`src/rtl/edh_fp_pkg.sv`:
```
package edh_fp_pkg;
   // default geometry of the flag port
   localparam int FP_FL_W  = 5;
   localparam int FP_SEL_W = 2;
   localparam int FP_N_GRP = 3;

   // bit positions of the status word (select just above the last group)
   localparam int ST_CKS = 4;
   localparam int ST_APV = 3;
   localparam int ST_FFV = 2;
   localparam int ST_SB  = 1;
   localparam int ST_IO  = 0;

   // bus phase seen by the port
   typedef enum logic [1:0] {
      PH_READ  = 2'd0,
      PH_TURN  = 2'd1,
      PH_WRITE = 2'd2
   } phase_e;
endpackage

```
`src/rtl/edh_fp_bus_ctl.sv`:
```
module edh_fp_bus_ctl
   import edh_fp_pkg::*;
#(
   parameter int SEL_W = FP_SEL_W,
   parameter int FL_W  = FP_FL_W
) (
   input  logic             clk,
   input  logic             rst_n,
   input  logic             rw_i,
   input  logic [SEL_W-1:0] sel_i,
   input  logic [FL_W-1:0]  fl_in_i,
   output logic             oe_o,
   output logic             wr_en_o,
   output logic [SEL_W-1:0] wr_sel_o,
   output logic [FL_W-1:0]  wr_data_o,
   output logic [SEL_W-1:0] rd_sel_o
);
   phase_e           phase_q, phase_d;
   logic [SEL_W-1:0] rd_sel_q;

   always_comb begin
      if (rw_i)                  phase_d = PH_READ;
      else if (phase_q == PH_READ) phase_d = PH_TURN;
      else                       phase_d = PH_WRITE;
   end

   always_ff @(posedge clk or negedge rst_n) begin
      if (!rst_n) begin
         phase_q  <= PH_READ;
         rd_sel_q <= '0;
      end else begin
         phase_q <= phase_d;
         if (rw_i) rd_sel_q <= sel_i;
      end
   end

   // the first low sample only releases the bus; later ones write
   assign wr_en_o   = !rw_i && (phase_q != PH_READ);
   assign wr_sel_o  = sel_i;
   assign wr_data_o = fl_in_i;
   assign oe_o      = (phase_q == PH_READ);
   assign rd_sel_o  = rd_sel_q;
endmodule

```
`src/rtl/edh_fp_flag_bank.sv`:
```
module edh_fp_flag_bank
   import edh_fp_pkg::*;
#(
   parameter  int FL_W   = FP_FL_W,
   parameter  int N_GRP  = FP_N_GRP,
   parameter  int SEL_W  = FP_SEL_W,
   localparam int BANK_W = FL_W * N_GRP
) (
   input  logic              clk,
   input  logic              rst_n,
   input  logic              wr_en_i,
   input  logic [SEL_W-1:0]  wr_sel_i,
   input  logic [FL_W-1:0]   wr_data_i,
   input  logic              ld_en_i,
   input  logic [BANK_W-1:0] ld_flags_i,
   input  logic [1:0]        ld_valid_i,
   output logic [BANK_W-1:0] in_flags_o,
   output logic [BANK_W-1:0] out_flags_o,
   output logic [1:0]        valid_o,
   output logic              inout_o
);
   localparam logic [SEL_W-1:0] STAT_SEL = SEL_W'(N_GRP);

   logic       inout_q;
   logic [1:0] valid_q;
   logic       stat_hit;

   for (genvar g = 0; g < N_GRP; g++) begin : g_grp
      logic            hit;
      logic [FL_W-1:0] in_q, out_q;

      assign hit = wr_en_i && (wr_sel_i == SEL_W'(g));

      // incoming group: host write beats parser load
      always_ff @(posedge clk or negedge rst_n) begin
         if (!rst_n)                in_q <= '0;
         else if (hit && inout_q)   in_q <= wr_data_i;
         else if (ld_en_i)          in_q <= ld_flags_i[g*FL_W +: FL_W];
      end

      // outgoing group: host only
      always_ff @(posedge clk or negedge rst_n) begin
         if (!rst_n)                out_q <= '0;
         else if (hit && !inout_q)  out_q <= wr_data_i;
      end

      assign in_flags_o[g*FL_W +: FL_W]  = in_q;
      assign out_flags_o[g*FL_W +: FL_W] = out_q;
   end

   assign stat_hit = wr_en_i && (wr_sel_i == STAT_SEL);

   always_ff @(posedge clk or negedge rst_n) begin
      if (!rst_n) begin
         valid_q <= '0;
         inout_q <= 1'b0;
      end else if (stat_hit) begin
         valid_q <= {wr_data_i[ST_APV], wr_data_i[ST_FFV]};
         inout_q <= wr_data_i[ST_IO];
      end else if (ld_en_i) begin
         valid_q <= ld_valid_i;
      end
   end

   assign valid_o = valid_q;
   assign inout_o = inout_q;
endmodule

```
`src/rtl/edh_fp_read_mux.sv`:
```
module edh_fp_read_mux
   import edh_fp_pkg::*;
#(
   parameter  int FL_W   = FP_FL_W,
   parameter  int N_GRP  = FP_N_GRP,
   parameter  int SEL_W  = FP_SEL_W,
   localparam int BANK_W = FL_W * N_GRP
) (
   input  logic              clk,
   input  logic              rst_n,
   input  logic [SEL_W-1:0]  rd_sel_i,
   input  logic [BANK_W-1:0] in_flags_i,
   input  logic [BANK_W-1:0] out_flags_i,
   input  logic [1:0]        valid_i,
   input  logic              inout_i,
   input  logic              cks_i,
   input  logic              sbit_i,
   output logic [FL_W-1:0]   data_o
);
   localparam logic [SEL_W-1:0] STAT_SEL = SEL_W'(N_GRP);

   logic [FL_W-1:0] words [0:N_GRP];
   logic [FL_W-1:0] stat_w;
   logic [FL_W-1:0] data_q;

   for (genvar g = 0; g < N_GRP; g++) begin : g_word
      assign words[g] = inout_i ? in_flags_i[g*FL_W +: FL_W]
                                : out_flags_i[g*FL_W +: FL_W];
   end

   always_comb begin
      stat_w         = '0;
      stat_w[ST_CKS] = cks_i & ~inout_i;
      stat_w[ST_APV] = valid_i[1];
      stat_w[ST_FFV] = valid_i[0];
      stat_w[ST_SB]  = sbit_i;
   end
   assign words[N_GRP] = stat_w;

   always_ff @(posedge clk or negedge rst_n) begin
      if (!rst_n)                     data_q <= '0;
      else if (rd_sel_i <= STAT_SEL)  data_q <= words[rd_sel_i];
      else                            data_q <= '0;
   end

   assign data_o = data_q;
endmodule

```
`src/rtl/edh_flag_port.sv`:
```
module edh_flag_port
   import edh_fp_pkg::*;
#(
   parameter  int FL_W   = FP_FL_W,
   parameter  int N_GRP  = FP_N_GRP,
   parameter  int SEL_W  = FP_SEL_W,
   localparam int BANK_W = FL_W * N_GRP
) (
   input  logic              clk,
   input  logic              rst_n,
   input  logic              rw_i,
   input  logic [SEL_W-1:0]  sel_i,
   input  logic [FL_W-1:0]   fl_in_i,
   output logic [FL_W-1:0]   fl_out_o,
   output logic              fl_oe_o,
   input  logic              in_load_i,
   input  logic [BANK_W-1:0] in_flags_i,
   input  logic [1:0]        in_valid_i,
   input  logic              chksum_err_i,
   input  logic              s_bit_i,
   output logic [BANK_W-1:0] in_flags_o,
   output logic [BANK_W-1:0] out_flags_o,
   output logic [1:0]        valid_o,
   output logic              inout_o
);
   if (FL_W < 5) begin : g_bad_width
      $error("flag port: FL_W must hold the five-bit status word");
   end
   if (N_GRP + 1 > (1 << SEL_W)) begin : g_bad_sel
      $error("flag port: SEL_W too narrow for groups plus status");
   end

   logic             wr_en;
   logic [SEL_W-1:0] wr_sel;
   logic [FL_W-1:0]  wr_data;
   logic [SEL_W-1:0] rd_sel;

   edh_fp_bus_ctl #(.SEL_W(SEL_W), .FL_W(FL_W)) i_bus (
      .clk       (clk),
      .rst_n     (rst_n),
      .rw_i      (rw_i),
      .sel_i     (sel_i),
      .fl_in_i   (fl_in_i),
      .oe_o      (fl_oe_o),
      .wr_en_o   (wr_en),
      .wr_sel_o  (wr_sel),
      .wr_data_o (wr_data),
      .rd_sel_o  (rd_sel)
   );

   edh_fp_flag_bank #(.FL_W(FL_W), .N_GRP(N_GRP), .SEL_W(SEL_W)) i_bank (
      .clk         (clk),
      .rst_n       (rst_n),
      .wr_en_i     (wr_en),
      .wr_sel_i    (wr_sel),
      .wr_data_i   (wr_data),
      .ld_en_i     (in_load_i),
      .ld_flags_i  (in_flags_i),
      .ld_valid_i  (in_valid_i),
      .in_flags_o  (in_flags_o),
      .out_flags_o (out_flags_o),
      .valid_o     (valid_o),
      .inout_o     (inout_o)
   );

   edh_fp_read_mux #(.FL_W(FL_W), .N_GRP(N_GRP), .SEL_W(SEL_W)) i_rmux (
      .clk         (clk),
      .rst_n       (rst_n),
      .rd_sel_i    (rd_sel),
      .in_flags_i  (in_flags_o),
      .out_flags_i (out_flags_o),
      .valid_i     (valid_o),
      .inout_i     (inout_o),
      .cks_i       (chksum_err_i),
      .sbit_i      (s_bit_i),
      .data_o      (fl_out_o)
   );
endmodule

```
`config.mk`:
```
export PLATFORM = sky130hd
export DESIGN_NAME = edh_flag_port
export DESIGN_NICKNAME = d
export VERILOG_FILES = /design/src/rtl/edh_fp_pkg.sv /design/src/rtl/edh_fp_bus_ctl.sv /design/src/rtl/edh_fp_flag_bank.sv /design/src/rtl/edh_fp_read_mux.sv /design/src/rtl/edh_flag_port.sv
export SDC_FILE = /design/constraint.sdc
export NUM_CORES = 1
export LEC_CHECK = 0
export ABC_CLOCK_PERIOD_IN_PS = 2400
export CAP_MARGIN = 20
export CORE_MARGIN = 2
export CORE_UTILIZATION = 50
export CTS_BUF_LIST = sky130_fd_sc_hd__clkbuf_8
export DETAILED_ROUTE_END_ITERATION = 6
export MAX_ROUTING_LAYER = met4
export PLACE_DENSITY = 0.89
export SLEW_MARGIN = 0
export SYNTH_ARGS = -nofsm -noshare
export SYNTH_HDL_FRONTEND = slang
export SYNTH_SLANG_ARGS = --single-unit
export TNS_END_PERCENT = 20
```
`constraint.sdc`:
```
create_clock -name clk -period 2.4 [get_ports clk]
set_clock_uncertainty 0.2 [all_clocks]
set_input_delay 0.36 -clock clk [delete_from_list [all_inputs] [get_ports clk]]
set_output_delay 0.36 -clock clk [all_outputs]
set_load 0.05 [all_outputs]
```
# [Word level (Yosys, flattened, before mapping)]
# Index checks and enable logic that the tools add are counted.
[classes] n_reduce_logical=20 eq_ne=3 mux=17 bitwise=3 n_lt_le_gt_ge=2
[ops] operator="2-to-1 mux 5 bit" n=12
[ops] operator="logical AND 1 bit" n=11
[ops] operator="binary-select mux 5 bit (select 2 bit)" n=1
[ops] operator="nonzero test 2 bit" n=5
[ops] operator="2-to-1 mux 2 bit" n=4
[ops] operator="equality test 2 bit (second input constant)" n=2
[ops] operator="logical NOT 2 bit" n=2
[ops] operator=">= comparator 3 bit (second input constant)" n=1
[ops] operator="NOT 2 -> 3 bit" n=1
[ops] operator="equality test 2 x 1 -> 1 bit (second input constant)" n=1
[ops] operator="less-or-equal comparator 2 bit (second input constant)" n=1
[ops] operator="logical NOT 1 bit" n=2
[ops] operator="bitwise AND 1 bit" n=1
[ops] operator="NOT 1 bit" n=1
[totals] register_bits=42 input_bits=30

# [Depth between registers and ports, before layout]
# Gate-level depths: netlist of the first run.
[logic_depth] word_depth=6 ltp_mapped=5

# [Hierarchy]
# A second synthesis of the first run with hierarchy kept.
[unflattened] cells_unflattened=152 area_unflattened_um2=2184.6
[modules_own_cells] module="edh_fp_flag_bank" area_each_um2=1532.7 seq_area_each_um2=825.8 instances=1 cells_each=97
[modules_own_cells] module="edh_fp_read_mux" area_each_um2=457.9 seq_area_each_um2=125.1 instances=1 cells_each=39
[modules_own_cells] module="edh_fp_bus_ctl" area_each_um2=193.9 seq_area_each_um2=100.1 instances=1 cells_each=16

# [Worst setup path before layout of the first run]
# Ideal clock, no wire load.
[synth_path] path_type="register to register" from="reg i_bank.inout_q, in the netlist i_bank.inout_o" to="reg i_bank.g_grp[0].in_q[0]" path_stages_with_launch=4 path_slack_ps=421 path_buffers=0 required_ps=2075 arrival_time_ps=1655 setup_time_ps=125 cell_sequence="dfrtp_1 or3b_4 nor3_4 mux2_2"
[synth_between] elab_chain_len=2 word_cells_on_any_way=3
[synth_rtl] item="start, declared" line="edh_fp_flag_bank.sv:24" text="logic inout_q;"
[synth_rtl] item="start signal, assigned" line="edh_fp_flag_bank.sv:59" text="inout_q <= wr_data_i[ST_IO];"
[synth_rtl] item="logical AND 1 bit *" line="edh_fp_flag_bank.sv:37" text="else if (hit && inout_q) in_q <= wr_data_i;"
[synth_rtl] item="2-to-1 mux 5 bit or nonzero test 2 bit (tied branches)"
[synth_rtl] item="end signal, assigned" line="edh_fp_flag_bank.sv:37"
[synth_rtl] item="end signal, assigned" line="edh_fp_flag_bank.sv:38" text="else if (ld_en_i) in_q <= ld_flags_i[g*FL_W +: FL_W];"
[synth_rtl] item="end, declared" line="edh_fp_flag_bank.sv:30" text="logic [FL_W-1:0] in_q, out_q;"
# Every way passes the cells marked *; elsewhere a longest branch is shown, timed or not.
# A chain may end at the register's enable or synchronous reset.

# [Worst setup path in the final report of the first run]
[layout_path] from="reg i_bank.g_grp[0].out_q[4]" to="out out_flags_o[4]"
[layout_rtl] item="start, declared" line="edh_fp_flag_bank.sv:30"
[layout_rtl] item="start signal, assigned" line="edh_fp_flag_bank.sv:44" text="else if (hit && !inout_q) out_q <= wr_data_i;"
[layout_rtl] item="end, declared" line="edh_flag_port.sv:22" text="output logic [BANK_W-1:0] out_flags_o,"
# No word-level cell between the ends.

==> metrics.md, run 1 <==
| Metric | Value |
|---|---|
| Status | finished with violations |
| Violated checks | negative hold slack |
| Delay-heaviest family, CP | buffers and inverters |
| Critical Path Sink Type | primary output |
| Num rows | 23 |
| Leak | 1.19 nW |
| Setup Fix Bufs, Post-CTS | 0 |
| Slew headroom | 0.381 |
| Global-route wire length before repair | between 7000 and 8000 um |
| Layout Nets | 249 |
| WL/cell | 18.6 um |
| Crit-path max cell delay | slightly above 800 ps |
| Comb pwr share | 0.490 |
| Die width | 68.8 um |
| # clock sinks | 42 |
| NetSw | 0.00131 W |
| Max Fclk | 0.479 GHz |
| Pwr dens | 1060 nW/um2 |
| Max Cap Viol | 0 |
| Longest Clk Path Bufs | 2 |
| Element type at the critical path start | register |
| Mapped Area | about 2100 um2 |
| Gr usage total | 0.240 |
| Layout cell share with drive strength beyond 1 | 0.373 |
| RSZ-0062 raised after global routing | false |
| # port buffers | 68 |
| CTS tree | done |
| Final wirelength | 5020 um |
| Vias in the first global route | 1514 |
| Largest net degree at the start of global routing | 43 |
| Final ANT Viol Nets | 0 |
| Int Power | 0.00181 W |
| Post-Syn Area per Cell | ~14 um2 |
| Hold Vio Cnt, Final | 2 |
| Clock Latency Late Sink | 290 ps |
| Tmin final | 2090 ps |
| Yosys reg bits | 42 |
| Dpl hpwl | 3670 um |
| Antenna violations before repair | 0 |
| Die height | roughly 70 um |
| Buf/Inv on CP | 1 |
| Starting DRT DRC Count | 94 |
| # IOs | 69 |
| Post-Syn Instances | 146 |
| Yosys cell types | 25 |
| Period utilization | 0.870 |
| Max-slew violations | 0 |
| Num CTS Buffers | 5 |
| Post-CTS resize count | 0 |
| CP max FO | 3 |
| Commonest non-fill, non-tap cells in the layout | clkdlybuf4s50_1 (65), mux2_2 (58), dfrtp_1 (42), mux2i_1 (9), buf_4 (6) |
| Drc violations | 0 |
| Worst hold slack | -1.63 ps |
| Peak supply drop | 0.570 mV |
| Clk pwr share | 0.175 |
| Reg power frac | 0.335 |
| Drt pass-1 iters | 4 |
| Post-CTS Hold Buffers | 0 |
| Post-synth net total | 176 |
| CP Data Required Time | 1840 ps |
| H-tree depth | 2 |
| Worst min path class | in2async |
| Final setup TNS | 0 ps |
| Via count | 1475 |
| Core Area | approximately 4000 um2 |
| Total gr overflow | 0 |
| Ys Warns | 0 |
| Data arrival, critical path | approximately 1500 ps |
| Crit-path slowest cell | clkdlybuf4s50_1 |
| Crit Path Class | reg2out |
| Final Non-Filler Cells | 270 |
| Register area share after synthesis | 0.501 |
| Worst Tran Pin Value | 928 ps |
| Mean number of vias per cell | between 5 and 6 |
| Reg clk slew, reported paths | 80 ps |
| Root buffer cell | clkbuf_8 |
| Utilization after layout | 0.728 |
| Initial Utilization | 0.521 |
| Setup violators final | 0 |
| Net Sw Frac | 0.420 |
| CP Cell Sequence | clkdlybuf4s50_1 |
| Die ar. | 4730 um2 |
| Commonest non-fill, non-tap cell in the layout | clkdlybuf4s50_1 |
| DP Cell Count | roughly 260 |
| Diode count | 0 |
| Area growth, synth to finish | 39.8% |
| RePlAce Congestion | 0.785 |
-- final timing paths --
path                                                      startpoint                                   end  slack (ps)  depth (start not counted)
worst max register to register            i_bank.inout_o$_DFFE_PN0P_   i_bank.g_grp[0].in_q[2]$_DFFE_PN0P_         350                          3
worst max-delay path            i_bank.g_grp[0].out_q[4]$_DFFE_PN0P_                        out_flags_o[4]         310                          1
worst min register to register  i_bank.g_grp[2].out_q[2]$_DFFE_PN0P_  i_bank.g_grp[2].out_q[2]$_DFFE_PN0P_         330                          1
worst min-delay path                                           rst_n            i_rmux.data_o[0]$_DFF_PN0_          -2                          1
max in group asynchronous                                      rst_n  i_bank.g_grp[1].out_q[4]$_DFFE_PN0P_        1420                          1
min in group clk                i_bank.g_grp[2].out_q[2]$_DFFE_PN0P_  i_bank.g_grp[2].out_q[2]$_DFFE_PN0P_         330                          1
-- metal layers --
layer | GRT usage | wire, um | up-vias
met1 | 0.313 | 2200 | 737
met4 | 0.0809 | 74 | 0
met2 | 0.385 | 2520 | 44
li1 | - | - | 686
met5 | - | 0 | -
met3 | 0.0406 | 220 | 8
-- per-stage QoR --
step	instance area (um2)	setup slack [ps]	hold slack, ps	total power, W
after floorplan	2100	421	-136	0.00203
after global placement	2830	165	294	0.00256
after detailed placement	2830	135	320	0.00259
after CTS	2930	302	17.8	0.00315
after global routing	2930	269	68.7	0.00326
final	2930	312	-1.63	0.00312
-- layout make-up --
class | count | area (um2)
Tap cell | 50 | 62.6
Multi-Input combinational cell | 97 | 991
Timing Repair Buffer | 73 | 721
Clock inverter | 3 | 40.0
Sequential cell | 42 | 1050
Fill cell | 278 | 1090
Clock buffer | 5 | 68.8
-- power by group through the flow --
stage	combinational [W]	sequential (W)	clock, W
global route	0.00160	0.00107	0.000586
CTS	0.00154	0.00105	0.000560
finish	0.00153	0.00105	0.000547
floorplan	0.000405	0.00163	0
detailed placement	0.00153	0.00106	0
global placement	0.00151	0.00105	0
-- synthesized netlist by cell type, drive strengths merged --
library cell  count  area [um2]
o221a             1        11.3
buf               3        21.3
clkbuf            4        35.0
nand4b            1        8.76
and3b             1        8.76
mux2i             9        90.1
nand3             1        5.00
nor3              2        21.3
nor4              1        21.3
nand3b            2        15.0
dfrtp            42        1050
nor2              4        22.5
o21ai             1        8.76
mux2             58         653
o211ai            4        30.0
or3b              1        11.3
nor3b             1        7.51
o221ai            4        35.0
o21ba             1        10.0
nand2b            4        25.0
or2               1        6.26
-- state kept, by name (all words and copies together), names as in the netlist --
register,cells
i_bus.rd_sel_o,2
i_rmux.data_o,5
i_bank.g_grp.out_q,15
i_bus.phase_q,2
i_bank.valid_o,2
i_bank.g_grp.in_q,15
i_bank.inout_o,1
-- cell families after synthesis --
logic type	count (synthesis)	share of synthesized area
multiplexers	67	0.354
buffers and inverters	7	0.0268
AND/OR/NAND/NOR	19	0.0727
flip-flops	42	0.501
AO/OA/AOI/OAI	11	0.0453
(Power assumes the default switching activity.)
==> run 2, diff against run 1 <==
Settings changed: CORE_MARGIN 2 to default, HOLD_SLACK_MARGIN from default to 0.02.
==> run 2 against run 1 <==
Net effect:
- the run now ends clean
- setup slack worse by 14 ps
- maximum frequency decreased by 0.66%
- register-to-register slack improved by 40 ps
- wire length increased by 1.7%
- sequential share of layout area is 0.092 points higher
- non-clock buffer count increased by 1
- utilization decreased by 0.19 points
- clock power decreased by 15%
- combinational power is essentially flat
- first-iteration DRC count up 2.1%
- hold slack better by 330 ps
- highest routed layer unchanged
==> metrics.md, run 2 (same netlist as run 1, synthesis figures left out) <==
| Metric | Value |
|---|---|
| CP Cell Sequence | clkdlybuf4s50_1 |
| Reg clk slew, reported paths | 80 ps (about the same) |
| H-tree depth | 2 (unchanged) |
| Drc violations | 0 (unchanged) |
| Worst Hold End | i_bus.phase_q[0]$_DFF_PN0_ |
| # clock sinks | 42 (unchanged) |
| Critical Path Sink Type | primary output |
| Layout Nets | 250 (+0.40%) |
| Max Fclk | 0.476 GHz (-0.66%) |
| Max Cap Viol | 0 (unchanged) |
| Layout cell share with drive strength beyond 1 | 0.367 (-0.00621) |
| Path depth of the worst reg2reg path | 3 (unchanged) |
| Starting DRT DRC Count | 96 (+2.1%) |
| Max-slew violations | 0 (unchanged) |
| Area growth, synth to finish | 39.5% |
| Antenna violations before repair | 0 (unchanged) |
| Post-CTS resize count | 0 (unchanged) |
| Commonest non-fill, non-tap cell in the layout | clkdlybuf4s50_1 |
| Die height | 66.8 um (-2.9%) |
| Post-route cell area | 2930 um2 (-0.26%) |
| Final Non-Filler Cells | 271 (+0.37%) |
| Crit-path slowest cell | clkdlybuf4s50_1 |
| Tmin final | 2100 ps (+13.9 ps) |
| Worst Tran Pin Value | 900 ps (-28.1 ps) |
| RSZ-0062 raised after global routing | false |
| Delay-heaviest family, CP | buffers and inverters |
| Dpl hpwl | 3870 um (+5.4%) |
| Crit Reg-Reg Endpoint | i_bank.g_grp[0].in_q[0]$_DFFE_PN0P_ |
| Commonest non-fill, non-tap cells in the layout | clkdlybuf4s50_1 (65), mux2_2 (58), dfrtp_1 (42), mux2i_1 (9) |
| Period utilization | 0.876 (+0.00579) |
| Num rows | 23 (unchanged) |
| # IOs | 69 (unchanged) |
| CP Data Required Time | 1840 ps (about the same) |
| Leak | 1.19 nW (-0.11%) |
| Worst min path class | reg2reg |
| DP Cell Count | 262 (unchanged) |
| Final setup TNS | 0 ps (unchanged) |
| RePlAce Congestion | 0.814 (+3.7%) |
| CP max FO | 3 (unchanged) |
| Utilization after layout | 0.726 (-0.00186) |
| Largest net degree at the start of global routing | 43 (unchanged) |
| FILL cells | 275 (-1.1%) |
| Num CTS Buffers | 5 (unchanged) |
| Peak supply drop | 0.624 mV (+9.5%) |
| Setup Fix Bufs, Post-CTS | 0 (unchanged) |
| Crit-path max cell delay | 830 ps (about the same) |
| Final wirelength | 5100 um (+1.7%) |
| CTS tree | done |
| Hold_sp | i_bus.phase_q[1]$_DFF_PN0_ |
| Status | finished clean |
| Initial Utilization | 0.521 (unchanged) |
| Placed Area | 2830 um2 (unchanged) |
| Diode count | 0 (unchanged) |
| Buf/Inv on CP | 1 (unchanged) |
| Pwr dens | 1040 nW/um2 (-1.9%) |
| Setup violators final | 0 (unchanged) |
| Die width | 66.8 um (-2.9%) |
| R2R Setup Slk | 390 ps (+40 ps) |
| Total gr overflow | 0 (unchanged) |
| Drt pass-1 iters | 4 (unchanged) |
| # port buffers | 68 (unchanged) |
| Final ANT Viol Nets | 0 (unchanged) |
| Crit Path Class | reg2out |
| Via count | 1553 (+5.3%) |
| Post-CTS Hold Buffers | 1 (+1) |
| Hold Vio Cnt, Final | 0 (-2) |
| Reg2reg start | i_bank.inout_o$_DFFE_PN0P_ |
| Clock Latency Late Sink | 300 ps (about the same) |
| Global-route wire length before repair | 7930 um (+1.3%) |
| Element type at the critical path start | register |
| WL/cell | 18.8 um (+1.4%) |
| Gr usage total | 0.263 (+0.0226) |
| Die ar. | 4460 um2 (-5.7%) |
| Mean number of vias per cell | 5.73 (+4.9%) |
| Cells on Worst Hold Path | 1 |
| Root buffer cell | clkbuf_8 |
| Slew headroom | 0.400 (+0.0187) |
| Data arrival, critical path | 1540 ps (about the same) |
| Vias in the first global route | 1620 (+7.0%) |
| Longest Clk Path Bufs | 2 (unchanged) |
| Core Area | 4030 um2 (unchanged) |
[run 2: changes by cell type in the layout (fill, tap and decap cells not counted)]
cell | previous run | this run
bufinv_16 | 1 | 0
clkbuf_8 | 5 | 6
clkinv_2 | 2 | 1
dlygate4sd3_1 | 0 | 1
inv_1 | 0 | 1
[run 2: per-layer routing]
metal | vias to the layer above | share of wire | GRT usage
li1 | 694 | - | -
met1 | 778 | 0.40 | 0.299
met2 | 67 | 0.52 | 0.436
met3 | 14 | 0.052 | 0.0462
met4 | 0 | 0.025 | 0.149
met5 | - | 0 | -
[run 2: worst max path at each step]
stage / slack, ps / cells after the start / endpoint / startpoint
2_1_floorplan: 420 / 3 / i_bank.g_grp[0].in_q[0]$_DFFE_PN0P_ / i_bank.inout_o$_DFFE_PN0P_
3_3_place_gp: 140 / 4 / i_bank.inout_o$_DFFE_PN0P_ / sel_i[0]
3_5_place_dp: 70 / 4 / i_bank.inout_o$_DFFE_PN0P_ / sel_i[0]
4_1_cts: 310 / 1 / out_flags_o[1] / i_bank.g_grp[0].out_q[1]$_DFFE_PN0P_
5_1_grt: 260 / 1 / out_flags_o[14] / i_bank.g_grp[2].out_q[4]$_DFFE_PN0P_
6_report: 300 / 1 / out_flags_o[1] / i_bank.g_grp[0].out_q[1]$_DFFE_PN0P_
[run 2: area by class of cell]
cell class / count / area, um2 / area share
clock buffer: 6 / 82.6 / 0.0282
clock inverter: 2 / 8.76 / 0.00299
multi-input combinational: 97 / 991 / 0.339
sequential: 42 / 1050 / 0.359
tap: 50 / 62.6 / 0.0214
timing repair buffer: 74 / 731 / 0.250
[run 2: stage by stage]
stage / setup slack [ps] / hold slack [ps] / total power [W]
after floorplan: 421 / -136 / 0.00203
after global placement: 137 / 293 / 0.00256
after detailed placement: 66.0 / 319 / 0.00261
after CTS: 309 / 333 / 0.00306
after global routing: 263 / 349 / 0.00318
final: 298 / 332 / 0.00306
[run 2: where the power goes]
group | switching [W] | internal, W
sequential | 0.000170 | 0.000888
combinational | 0.000917 | 0.000619
clock | 0.000235 | 0.000228
total | 0.00132 | 0.00173
